<file path="src/rtl/vseq_pkg.sv">
package vseq_pkg;

  typedef enum logic [1:0] {
    VS_SCALAR = 2'd0,
    VS_MIXED  = 2'd1,
    VS_VECTOR = 2'd2
  } vs_mode_e;

  typedef enum logic {
    ST_IDLE  = 1'b0,
    ST_ISSUE = 1'b1
  } vs_state_e;

  localparam int unsigned VS_NUM_OPS = 3;
  localparam int unsigned OP_D = 0;
  localparam int unsigned OP_N = 1;
  localparam int unsigned OP_M = 2;

endpackage

</file>
<file path="src/rtl/vseq_regnum.sv">
module vseq_regnum #(
  parameter int unsigned FIELD_W = 4,
  localparam int unsigned REG_W  = FIELD_W + 1
) (
  input  logic               dbl_i,
  input  logic [FIELD_W-1:0] field_i,
  input  logic               lsb_i,
  output logic [REG_W-1:0]   num_o,
  output logic               bank0_o
);

  // The bank always sits in the top two bits of the field, whatever the
  // precision; only the way the low bit is formed changes.
  always_comb begin
    if (dbl_i) begin
      num_o = {1'b0, field_i};
    end else begin
      num_o = {field_i, lsb_i};
    end
    bank0_o = (field_i[FIELD_W-1 -: 2] == 2'b00);
  end

endmodule

</file>
<file path="src/rtl/vseq_stepper.sv">
module vseq_stepper #(
  parameter int unsigned REG_W = 5,
  localparam int unsigned SP_IDX = REG_W - 2,
  localparam int unsigned DP_IDX = REG_W - 3
) (
  input  logic             clk,
  input  logic             rst_n,
  input  logic             load_i,
  input  logic [REG_W-1:0] init_i,
  input  logic             adv_i,
  input  logic             step_en_i,
  input  logic             dbl_i,
  input  logic             stride2_i,
  output logic [REG_W-1:0] num_o
);

  logic [REG_W-1:0]  num_q;
  logic [REG_W-1:0]  num_d;
  logic [REG_W-1:0]  sp_next;
  logic [REG_W-1:0]  dp_next;
  logic [SP_IDX-1:0] sp_inc;
  logic [DP_IDX-1:0] dp_inc;
  logic              num_en;

  always_comb begin
    sp_inc = stride2_i ? SP_IDX'(2) : SP_IDX'(1);
    dp_inc = stride2_i ? DP_IDX'(2) : DP_IDX'(1);
    // Index arithmetic is truncated to the index width, which is the
    // modulo-bank-size wrap; the bank bits are carried across untouched.
    sp_next = {num_q[REG_W-1 -: 2], num_q[SP_IDX-1:0] + sp_inc};
    dp_next = {1'b0, num_q[REG_W-2 -: 2], num_q[DP_IDX-1:0] + dp_inc};
  end

  always_comb begin
    num_en = load_i | (adv_i & step_en_i);
    if (load_i) begin
      num_d = init_i;
    end else if (dbl_i) begin
      num_d = dp_next;
    end else begin
      num_d = sp_next;
    end
  end

  always_ff @(posedge clk or negedge rst_n) begin
    if (!rst_n) begin
      num_q <= '0;
    end else if (num_en) begin
      num_q <= num_d;
    end
  end

  assign num_o = num_q;


  held_operand_chk: assert property (@(posedge clk) disable iff (!rst_n)
    adv_i && !step_en_i && !load_i |=> $stable(num_o));


  sp_bank_keep_chk: assert property (@(posedge clk) disable iff (!rst_n)
    adv_i && !load_i && !dbl_i |=> num_o[REG_W-1 -: 2] == $past(num_o[REG_W-1 -: 2]));


  dp_bank_keep_chk: assert property (@(posedge clk) disable iff (!rst_n)
    adv_i && !load_i && dbl_i |=> num_o[REG_W-1] == 1'b0
      && num_o[REG_W-2 -: 2] == $past(num_o[REG_W-2 -: 2]));

endmodule

</file>
<file path="src/rtl/vseq_ctrl.sv">
module vseq_ctrl
  import vseq_pkg::*;
#(
  parameter int unsigned LEN_W  = 3,
  parameter int unsigned N_OPS  = VS_NUM_OPS
) (
  input  logic             clk,
  input  logic             rst_n,
  input  logic             start_i,
  input  logic             mono_i,
  input  logic             dbl_i,
  input  logic             stride2_i,
  input  logic [LEN_W-1:0] len_m1_i,
  input  logic             d_bank0_i,
  input  logic             m_bank0_i,
  output logic             load_o,
  output logic             adv_o,
  output logic [N_OPS-1:0] step_en_o,
  output logic             dbl_o,
  output logic             stride2_o,
  output logic             busy_o,
  output logic             valid_o,
  output logic             last_o,
  output logic [LEN_W-1:0] elem_o,
  output vs_mode_e         mode_o
);

  vs_state_e        state_q, state_d;
  logic [LEN_W-1:0] elem_q, elem_d;
  logic [LEN_W-1:0] lastix_q;
  logic [N_OPS-1:0] step_q;
  vs_mode_e         mode_q;
  logic             dbl_q;
  logic             stride2_q;

  vs_mode_e         cls_mode;
  logic [N_OPS-1:0] cls_step;
  logic [LEN_W-1:0] cls_lastix;

  logic accept;
  logic at_last;
  logic elem_en;

  // Classification from operand banks.
  always_comb begin
    cls_step = '0;
    if (d_bank0_i) begin
      cls_mode   = VS_SCALAR;
      cls_lastix = '0;
    end else if (m_bank0_i) begin
      cls_mode         = VS_MIXED;
      cls_lastix       = len_m1_i;
      cls_step[OP_D]   = 1'b1;
      cls_step[OP_N]   = ~mono_i;
    end else begin
      cls_mode         = VS_VECTOR;
      cls_lastix       = len_m1_i;
      cls_step[OP_D]   = 1'b1;
      cls_step[OP_N]   = ~mono_i;
      cls_step[OP_M]   = 1'b1;
    end
  end

  // Next-state logic.
  always_comb begin
    accept  = start_i && (state_q == ST_IDLE);
    at_last = (elem_q == lastix_q);
    adv_o   = (state_q == ST_ISSUE) && !at_last;
    elem_en = accept | adv_o;
    state_d = state_q;
    case (state_q)
      ST_IDLE:  if (accept)  state_d = ST_ISSUE;
      ST_ISSUE: if (at_last) state_d = ST_IDLE;
      default:               state_d = ST_IDLE;
    endcase
    elem_d = accept ? '0 : elem_q + 1'b1;
  end

  always_ff @(posedge clk or negedge rst_n) begin
    if (!rst_n) begin
      state_q <= ST_IDLE;
    end else begin
      state_q <= state_d;
    end
  end

  always_ff @(posedge clk or negedge rst_n) begin
    if (!rst_n) begin
      elem_q <= '0;
    end else if (elem_en) begin
      elem_q <= elem_d;
    end
  end

  always_ff @(posedge clk or negedge rst_n) begin
    if (!rst_n) begin
      lastix_q  <= '0;
      step_q    <= '0;
      mode_q    <= VS_SCALAR;
      dbl_q     <= 1'b0;
      stride2_q <= 1'b0;
    end else if (accept) begin
      lastix_q  <= cls_lastix;
      step_q    <= cls_step;
      mode_q    <= cls_mode;
      dbl_q     <= dbl_i;
      stride2_q <= stride2_i;
    end
  end

  assign load_o    = accept;
  assign step_en_o = step_q;
  assign dbl_o     = dbl_q;
  assign stride2_o = stride2_q;
  assign busy_o    = (state_q == ST_ISSUE);
  assign valid_o   = (state_q == ST_ISSUE);
  assign last_o    = (state_q == ST_ISSUE) && at_last;
  assign elem_o    = elem_q;
  assign mode_o    = mode_q;


  start_take_chk: assert property (@(posedge clk) disable iff (!rst_n)
    !busy_o && start_i |=> valid_o && elem_o == '0);


  elem_step_chk: assert property (@(posedge clk) disable iff (!rst_n)
    valid_o && !last_o |=> valid_o && elem_o == LEN_W'($past(elem_o) + 1'b1));


  burst_end_chk: assert property (@(posedge clk) disable iff (!rst_n)
    last_o |=> !valid_o);


  scalar_single_chk: assert property (@(posedge clk) disable iff (!rst_n)
    valid_o && mode_o == VS_SCALAR |-> last_o && elem_o == '0);


  busy_ignore_chk: assert property (@(posedge clk) disable iff (!rst_n)
    busy_o && start_i && !last_o |=> elem_o != '0);

endmodule

</file>
<file path="src/rtl/banked_vec_seq.sv">
module banked_vec_seq
  import vseq_pkg::*;
#(
  parameter int unsigned FIELD_W = 4,
  parameter int unsigned LEN_W   = 3,
  localparam int unsigned REG_W  = FIELD_W + 1
) (
  input  logic               clk,
  input  logic               rst_n,
  input  logic               start_i,
  input  logic               dbl_i,
  input  logic               mono_i,
  input  logic [LEN_W-1:0]   len_m1_i,
  input  logic               stride2_i,
  input  logic [FIELD_W-1:0] d_field_i,
  input  logic               d_lsb_i,
  input  logic [FIELD_W-1:0] n_field_i,
  input  logic               n_lsb_i,
  input  logic [FIELD_W-1:0] m_field_i,
  input  logic               m_lsb_i,
  output logic               busy_o,
  output logic               valid_o,
  output logic               last_o,
  output logic [LEN_W-1:0]   elem_o,
  output logic [1:0]         mode_o,
  output logic [REG_W-1:0]   d_reg_o,
  output logic [REG_W-1:0]   n_reg_o,
  output logic [REG_W-1:0]   m_reg_o
);

  // Reset: asserted asynchronously, released on a clock edge.
  logic rst_meta_q;
  logic rst_sync_n;

  always_ff @(posedge clk or negedge rst_n) begin
    if (!rst_n) begin
      rst_meta_q <= 1'b0;
      rst_sync_n <= 1'b0;
    end else begin
      rst_meta_q <= 1'b1;
      rst_sync_n <= rst_meta_q;
    end
  end

  logic [FIELD_W-1:0]    fld   [VS_NUM_OPS];
  logic                  lsb   [VS_NUM_OPS];
  logic [REG_W-1:0]      num   [VS_NUM_OPS];
  logic [REG_W-1:0]      init  [VS_NUM_OPS];
  logic [REG_W-1:0]      cur   [VS_NUM_OPS];
  logic [VS_NUM_OPS-1:0] bank0;
  logic [VS_NUM_OPS-1:0] step_en;
  logic                  load;
  logic                  adv;
  logic                  dbl_q;
  logic                  stride2_q;
  vs_mode_e              mode;

  assign fld[OP_D] = d_field_i;
  assign fld[OP_N] = n_field_i;
  assign fld[OP_M] = m_field_i;
  assign lsb[OP_D] = d_lsb_i;
  assign lsb[OP_N] = n_lsb_i;
  assign lsb[OP_M] = m_lsb_i;

  // One-source operations carry no first source: it loads as zero.
  always_comb begin
    for (int i = 0; i < VS_NUM_OPS; i++) begin
      init[i] = num[i];
    end
    if (mono_i) begin
      init[OP_N] = '0;
    end
  end

  genvar g;
  generate
    for (g = 0; g < VS_NUM_OPS; g++) begin : g_op
      vseq_regnum #(
        .FIELD_W (FIELD_W)
      ) u_regnum (
        .dbl_i   (dbl_i),
        .field_i (fld[g]),
        .lsb_i   (lsb[g]),
        .num_o   (num[g]),
        .bank0_o (bank0[g])
      );

      vseq_stepper #(
        .REG_W (REG_W)
      ) u_step (
        .clk       (clk),
        .rst_n     (rst_sync_n),
        .load_i    (load),
        .init_i    (init[g]),
        .adv_i     (adv),
        .step_en_i (step_en[g]),
        .dbl_i     (dbl_q),
        .stride2_i (stride2_q),
        .num_o     (cur[g])
      );
    end
  endgenerate

  vseq_ctrl #(
    .LEN_W (LEN_W),
    .N_OPS (VS_NUM_OPS)
  ) u_ctrl (
    .clk       (clk),
    .rst_n     (rst_sync_n),
    .start_i   (start_i),
    .mono_i    (mono_i),
    .dbl_i     (dbl_i),
    .stride2_i (stride2_i),
    .len_m1_i  (len_m1_i),
    .d_bank0_i (bank0[OP_D]),
    .m_bank0_i (bank0[OP_M]),
    .load_o    (load),
    .adv_o     (adv),
    .step_en_o (step_en),
    .dbl_o     (dbl_q),
    .stride2_o (stride2_q),
    .busy_o    (busy_o),
    .valid_o   (valid_o),
    .last_o    (last_o),
    .elem_o    (elem_o),
    .mode_o    (mode)
  );

  assign mode_o  = mode;
  assign d_reg_o = cur[OP_D];
  assign n_reg_o = cur[OP_N];
  assign m_reg_o = cur[OP_M];


  mono_no_first_chk: assert property (@(posedge clk) disable iff (!rst_sync_n)
    load && mono_i |=> n_reg_o == '0);


  scalar_keep_chk: assert property (@(posedge clk) disable iff (!rst_sync_n)
    load && bank0[OP_D] |=> d_reg_o == $past(num[OP_D]) && m_reg_o == $past(num[OP_M]));

endmodule

</file>
<file path="config.mk">
export PLATFORM = sky130hd
export DESIGN_NAME = banked_vec_seq
export DESIGN_NICKNAME = d
export VERILOG_FILES = /design/src/rtl/vseq_pkg.sv /design/src/rtl/vseq_regnum.sv /design/src/rtl/vseq_stepper.sv /design/src/rtl/vseq_ctrl.sv /design/src/rtl/banked_vec_seq.sv
export SDC_FILE = /design/constraint.sdc
export NUM_CORES = 1
export LEC_CHECK = 0
export ABC_AREA = 0
export BUFFER_PORTS_ARGS = -buffer_cell sky130_fd_sc_hd__buf_2
export CAP_MARGIN = 20
export CORE_ASPECT_RATIO = 0.6
export CORE_MARGIN = 3
export CORE_UTILIZATION = 47
export DETAILED_ROUTE_END_ITERATION = 8
export GPL_TIMING_DRIVEN = 0
export HOLD_SLACK_MARGIN = 0.15
export PLACE_DENSITY = 0.75
export SLEW_MARGIN = 20
export SYNTH_ARGS = -nofsm -noshare
export SYNTH_HDL_FRONTEND = slang
export SYNTH_SLANG_ARGS = --single-unit
</file>
<file path="constraint.sdc">
create_clock -name clk -period 1 [get_ports clk]
set_input_delay 0 -clock clk [delete_from_list [all_inputs] [get_ports clk]]
set_output_delay 0 -clock clk [all_outputs]
set_load 0.03 [all_outputs]
</file>
==> summary.md, run 1 <==
| Metric | Value |
|---|---|
| Post-synth EDFFs | 0 |
| PD cells | 3780 nW/um2 |
| Tightest Hold Check Type | primary input to flip-flop |
| CP Data Required Time | 1200 ps |
| Most common cell after layout, fill and taps aside | buf_2 |
| Failing checks | negative setup slack |
| Post-Place Setup Slack | -929.1 ps |
| Largest area contributor in the netlist | dfrtp_1 |
| Endpoints failing hold | 0 |
| Core area | 3343 um2 |
| Critical path arrival | 2190 ps |
| Clock slew at reported path FFs | 80 ps |
| Ys async rst share | 1.000 |
| Slew Viols, Final | 0 |
| Die area | 4370 um2 |
| Post-synth top area share | 0.4448 |
| Hold slack | 270.2 ps |
| Chip Height | 52.42 um |
| R2R Setup Slk | -1000 ps |
| Port Buf Inserts | 45 |
| DRC | 0 |
| Cell count after synthesis | 157 |
| Kind of critical path | flip-flop to flip-flop |
| Run status | finished with violations |
| Dominant synthesized flop cell | dfrtp_1 |
| Top cells by area, synth | dfrtp_1 44%, mux2i_1 8.3%, nand2_1 4.0%, fa_1 3.6%, o21ai_0 3.6% |
| I/O pins | 47 |
| Layout Utilization | 0.9121 |
| Post-Syn Nets | 188 |
| GRT overflow | 0 |
| Antenna diodes | 0 |
| Tot GR Track Use | 0.2897 |
| NetSw | 5316 uW |
| Starting DRT DRC Count | 169 |
| Initial antenna violation count | 0 |
| FMAX | 0.5009 GHz |
| Mapped Area | 1688 um2 |
| DR WL/cell | 24.42 um |
| Synth unique cells | 38 |
| Area grow syn2layout | 80.65% |
| Layout cells sized above 1 | 0.5535 |
| Worst hold path endpoint | g_op[2].u_step.num_o[0] |
| Sequential share of power | 0.221 |
| CTS Buf Count | 5 |
| Total number of vias | 2003 |
| Drt pass-1 iters | 5 |
| HP Start | start_i |
| Worst reg2reg endpoint | g_op[0].u_step.num_o[2] |
| Peak supply drop | 2.408 mV |
| Starting Density | 0.5049 |
| Comb pwr share | 0.664 |
| Launching point of the worst reg2reg path | u_ctrl.stride2_o |
| Final Skew | 11.21 ps |
| Int Pwr | 6211 uW |
| Drt via density | 6.339 |
| P_leak | 0.001404 uW |
| Switching fraction of total power | 0.4612 |
| Startpoint Class | flip-flop |
| Die width | 83.37 um |
| MaxCap Viol Count | 0 |
| Hold Path Stages | 4 |
| Setup slack after layout | -996.5 ps |
| Relative slew margins | 0.5503 |
| Most frequent cells in the layout | 39 x buf_2, 28 x buf_6, 26 x dlygate4sd3_1 |
| Clk pwr share | 0.115 |
| Final Cycle Share | 1.996 |
| Routability cong. | 0.8173 |
| Yosys warns | 0 |
| Root Driver | clkbuf_8 |
| H-tree levels | 2 |
| Clk_lat worst skew | 290 ps |
| Antenna-violating nets left | 0 |
| Vias in the first global route | 1772 |
| Max clock buf depth | 2 |
| CTS tree | yes |
| Post-DP HPWL | 3379 um |
| Register area share after synthesis | 0.4448 |
| Setup violators final | 35 |
| Pin count of the biggest net entering global routing | 29 |
| Fillcell total | 117 |
| Critical Path Sink Type | flip-flop |
| Standard-cell rows | 16 |
| Routed wire length | 7717 um |
| Max FO, Critical Path | 5 |
| Mean Syn Cell Area | 10.75 um2 |
| Yosys reg bits | 30 |
| Nets | 301 |
| R2R depth | 7 |
| Worst-margin pin slew | 674.6 ps |
| Clk sinks | 30 |
| Min Tclk post-route | 1996 ps |
| First-pass GRT wire length | 9480 um |
| RSZ-0062 raised after global routing | yes |
[power groups by stage]
stage	sequential (uW)	clock [uW]	combinational, uW
after floorplan	3090	0	2780
after global placement	2390	0	4450
after detailed placement	2450	0	4630
after CTS	2430	1300	6160
after global routing	2570	1370	7940
final	2550	1320	7650
[how the worst max path moves through the flow]
| stage | from | end | slack (ps) | cells past startpoint |
|---|---|---|---|---|
| after floorplan | u_ctrl.stride2_o | g_op[1].u_step.num_o[2] | -820 | 7 |
| after global placement | u_ctrl.stride2_o | g_op[1].u_step.num_o[2] | -880 | 7 |
| after detailed placement | u_ctrl.stride2_o | g_op[1].u_step.num_o[2] | -930 | 7 |
| after CTS | u_ctrl.stride2_o | g_op[0].u_step.num_o[2] | -840 | 7 |
| after global routing | u_ctrl.stride2_o | g_op[0].u_step.num_o[2] | -1010 | 7 |
| final | u_ctrl.stride2_o | g_op[0].u_step.num_o[2] | -1000 | 7 |
[layout make-up]
cell class | count | area, um2 | share of cell area
repair buffers | 107 | 905.9 | 0.2971
clock buffers | 7 | 86.33 | 0.02831
clock inverters | 1 | 30.03 | 0.009848
multi-input cells | 108 | 1067 | 0.3500
plain buffers | 9 | 101.3 | 0.03324
inverters | 9 | 36.28 | 0.01190
flip-flops and latches | 30 | 765.7 | 0.2511
well taps | 45 | 56.30 | 0.01847
[registers in the layout, indices dropped and copies added (netlist names)]
signal / cells
u_ctrl.step_en_o: 2
u_ctrl.lastix_q: 3
rst_sync_n: 1
u_ctrl.mode_o: 2
rst_meta_q: 1
u_ctrl.elem_o: 3
u_ctrl.stride2_o: 1
u_ctrl.dbl_o: 1
u_ctrl.busy_o: 1
g_op.u_step.num_o: 15
[cell usage after synthesis (2+ instances only)]
master    count
a22o_1        4
or2b_2        2
xor2_2        3
clkbuf_8      2
dfrtp_1      30
nand3_1       2
o221ai_1      2
o211ai_1      4
inv_1         9
o21ai_0      12
buf_6         2
nand3b_1      2
o311ai_1      3
nor2_1        6
clkbuf_1      3
or4_1         3
mux2i_1      14
buf_4         3
o311ai_2      2
a21oi_1       4
nor2b_1       3
fa_1          3
nand2_1      18
a211oi_1      3
ha_1          4
o22ai_1       2
[stage by stage]
step                power [uW]  setup TNS, ps  instance area [um2]  cells
floorplan                 5866         -10600                 1844    157
global placement          6839         -17140                 2126    247
detailed placement        7079         -18920                 2126    247
CTS                       9896         -11650                 2830    299
global route             11880         -15920                 3049    316
finish                   11530         -15000                 3049    316
[critical path, cell delays in order, from the launching register on]
cell and delay [ps]:
dfrtp_1 420, inv_4 110, ha_4 130, inv_2 40, fa_2 330, or2b_1 270, or4_1 440, o211ai_1 150
[logic make-up (layout without fill, tap and decap cells)]
| group | count (synthesis) | after routing | synth area share |
|---|---|---|---|
| AND/OR/NAND/NOR | 44 | 45 | 0.1379 |
| AO/OA/AOI/OAI | 38 | 38 | 0.1638 |
| flip-flops | 30 | 30 | 0.4448 |
| buffers and inverters | 20 | 133 | 0.07413 |
| multiplexers | 14 | 14 | 0.08302 |
| adder cells (fa/ha/maj) | 7 | 7 | 0.06524 |
| XOR/XNOR | 3 | 3 | 0.02891 |
| other | 1 | 1 | 0.002222 |
[timing repair]
action / in CTS / in global routing
pin swaps: 16 / 16
hold buffers: 26 / 0
buffers inserted: 18 / 18
endpoints found under the hold margin: 27 / 0
resized for setup: 48 / 28
gates cloned: 1 / 2
endpoints found under the setup margin: 59 / 34
[per-layer routing]
metal	global-route usage	up-vias	wire length, um
met5	0	-	0
met4	0.09239	0	403
met3	0.06436	57	980
met2	0.4827	218	3436
met1	0.3817	939	2896
li1	-	789	-
Note: power is estimated with default switching activity, not from simulation.
==> inputs of run 2 (changes only) <==
--- a/config.mk
+++ b/config.mk
@@ -8,13 +8,15 @@
 export ABC_AREA = 0
 export BUFFER_PORTS_ARGS = -buffer_cell sky130_fd_sc_hd__buf_2
 export CAP_MARGIN = 20
+export CELL_PAD_IN_SITES_DETAIL_PLACEMENT = 1
+export CELL_PAD_IN_SITES_GLOBAL_PLACEMENT = 2
 export CORE_ASPECT_RATIO = 0.6
 export CORE_MARGIN = 3
-export CORE_UTILIZATION = 47
+export CORE_UTILIZATION = 29
 export DETAILED_ROUTE_END_ITERATION = 8
 export GPL_TIMING_DRIVEN = 0
 export HOLD_SLACK_MARGIN = 0.15
-export PLACE_DENSITY = 0.75
+export PLACE_DENSITY = 0.74
 export SLEW_MARGIN = 20
 export SYNTH_ARGS = -nofsm -noshare
 export SYNTH_HDL_FRONTEND = slang
==> summary.md, run 2 (synthesis results as in run 1) <==
| Metric | Value |
|---|---|
| Port Buf Inserts | 45 (unchanged) |
| Critical path arrival | 2090 ps (-100 ps) |
| DRC | 0 (unchanged) |
| Starting DRT DRC Count | 84 (-50%) |
| Layout cells sized above 1 | 0.5539 (about the same) |
| First-pass GRT wire length | 10500 um (+11%) |
| Antenna diodes | 0 (unchanged) |
| Worst path cell trace | inv_4 > ha_4 > inv_2 > fa_2 > or2b_4 > or4_4 > o211ai_1 |
| Pin count of the biggest net entering global routing | 29 (unchanged) |
| GRT overflow | 0 (unchanged) |
| Comb pwr share | 0.670 (+0.006) |
| Int Pwr | 5858 uW (-5.7%) |
| NetSw | 4848 uW (-8.8%) |
| Crit. Startpoint | u_ctrl.stride2_o |
| Starting Density | 0.3167 (-0.1882) |
| Max clock buf depth | 2 (unchanged) |
| R2R Setup Slk | -890 ps (+110 ps) |
| CP Data Required Time | 1200 ps (about the same) |
| Tightest Hold Check Type | primary input to flip-flop |
| RSZ-0062 raised after global routing | yes |
| H-tree levels | 2 (unchanged) |
| Core area | 5330 um2 (+59%) |
| Relative slew margins | 0.5493 (-0.0009710) |
| CTS tree | yes |
| Startpoint Class | flip-flop |
| Routability cong. | 0.8103 (-0.86%) |
| Tot GR Track Use | 0.2033 (-0.08638) |
| Die area | 6802 um2 (+56%) |
| Number of flip-flops under the largest register name | 15 (unchanged) |
| Drt pass-1 iters | 4 (-1) |
| CTS Buf Count | 5 (unchanged) |
| Min Tclk post-route | 1889 ps (-107.2 ps) |
| Setup slack after layout | -889.3 ps (+107.2 ps) |
| Root Driver | clkbuf_8 |
| Max FO, Critical Path | 5 (unchanged) |
| Die width | 104.5 um (+25%) |
| Standard-cell rows | 20 (+4) |
| Peak supply drop | 1.130 mV (-53%) |
| Final Skew | 9.255 ps (-1.956 ps) |
| Endpoints failing hold | 0 (unchanged) |
| CP max stage delay | 420 ps (-20 ps) |
| Setup violators final | 33 (-5.7%) |
| Post-DP HPWL | 3913 um (+16%) |
| Area grow syn2layout | 79.61% |
| Worst setup path end | g_op[1].u_step.num_o[2] |
| Final Cycle Share | 1.889 (-0.1072) |
| DR WL/cell | 20.32 um (-17%) |
| Clk_lat worst skew | 290 ps (about the same) |
| Finished Layout Cells | 346 (+9.5%) |
| Most frequent cells in the layout | 38 x buf_2, 30 x buf_6, 26 x dlygate4sd3_1 |
| Routed wire length | 7029 um (-8.9%) |
| Clk pwr share | 0.098 (-0.017) |
| Chip Height | 65.10 um (+24%) |
| Clk sinks | 30 (unchanged) |
| Kind of critical path | flip-flop to flip-flop |
| Antenna-violating nets left | 0 (unchanged) |
| MaxCap Viol Count | 0 (unchanged) |
| R2R depth | 7 (unchanged) |
| Post-Layout Inst Area | 3032 um2 (-0.57%) |
| Post-Place Cells | 279 (+13%) |
| Vias in the first global route | 1917 (+8.2%) |
| FMAX | 0.5293 GHz (+5.7%) |
| Setup TNS | -13740 ps (+1264 ps) |
| Slew Viols, Final | 0 (unchanged) |
| Switching fraction of total power | 0.4528 (-0.008353) |
| Critical Path Sink Type | flip-flop |
| Clock slew at reported path FFs | 70 ps (about the same) |
| Nets | 299 (-0.66%) |
| Hold Path Stages | 4 (unchanged) |
| Worst-margin pin slew | 676.1 ps (+1.457 ps) |
| Launching point of the worst reg2reg path | u_ctrl.stride2_o |
| Worst reg2reg endpoint | g_op[1].u_step.num_o[2] |
| Most common cell after layout, fill and taps aside | buf_2 |
| CP max-delay cell | dfrtp_1 |
| Placed instance area | 2167 um2 (+1.9%) |
| Drt via density | 4.980 (-21%) |
| Total number of vias | 1723 (-14%) |
| P_leak | 0.001385 uW (-1.3%) |
| Post-layout power | 10710 uW (-7.1%) |
| Run status | finished with violations |
| PD cells | 3531 nW/um2 (-6.6%) |
| Sequential share of power | 0.232 (+0.011) |
| Failing checks | negative setup slack |
| I/O pins | 47 (unchanged) |
| Initial antenna violation count | 0 (unchanged) |
-- run 2: worst min-delay path by stage --
stage / from / endpoint / slack [ps]
final: dbl_i / g_op[2].u_step.num_o[1] / 180
after global routing: dbl_i / g_op[2].u_step.num_o[1] / 190
after CTS: dbl_i / g_op[2].u_step.num_o[1] / 150
after detailed placement: rst_n / rst_meta_q / -210
after global placement: rst_n / rst_meta_q / -220
after floorplan: rst_n / rst_meta_q / -300
-- run 2: worst max-delay path: cells and delay by family (launching register included) --
kind	cells	cell delay [ps]
flip-flops	1	420
AO/OA/AOI/OAI	1	100
AND/OR/NAND/NOR	2	680
buffers and inverters	2	140
adder cells (fa/ha/maj)	2	460
-- run 2: timing repair --
action,4_1_cts,5_1_grt
gates cloned,4,1
setup buffers,21,12
pin swaps,12,12
hold buffers,26,0
hold endpoints to repair,25,0
gates resized for setup,44,29
endpoints found under the setup margin,31,35
-- run 2: cell type report --
type                       count  area (um2)
sequential                    30       763.2
clock buffer                   7       86.33
clock inverter                 1       5.005
inverter                       9       36.28
timing repair buffer         105       863.3
buffer                         9       121.4
multi-input combinational    108        1060
tap                           77       96.34
fill                         582        2298
-- run 2: per-stage QoR --
stage	hold WS, ps	setup slack, ps	util
after floorplan	-295.6	-819.6	-
after global placement	-215.7	-918.0	0.4063
after detailed placement	-211.8	-943.4	0.4066
after CTS	154.0	-853.0	0.5362
after global routing	187.9	-945.5	0.5688
final	178.7	-889.3	0.5688
-- run 2: routing by layer --
layer | GRT usage | vias up | part of all wire
li1 | - | 789 | -
met1 | 0.2777 | 870 | 0.47
met2 | 0.3336 | 52 | 0.46
met3 | 0.04514 | 12 | 0.052
met4 | 0.04478 | 0 | 0.020
met5 | 0 | - | 0
-- run 2: power by group through the flow --
stage / combinational, uW / clock (uW) / sequential [uW]
after floorplan: 2780 / 0 / 3090
after global routing: 7650 / 1130 / 2580
after detailed placement: 4690 / 0 / 2470
final: 7180 / 1040 / 2490
after global placement: 4530 / 0 / 2400
after CTS: 6280 / 1050 / 2430
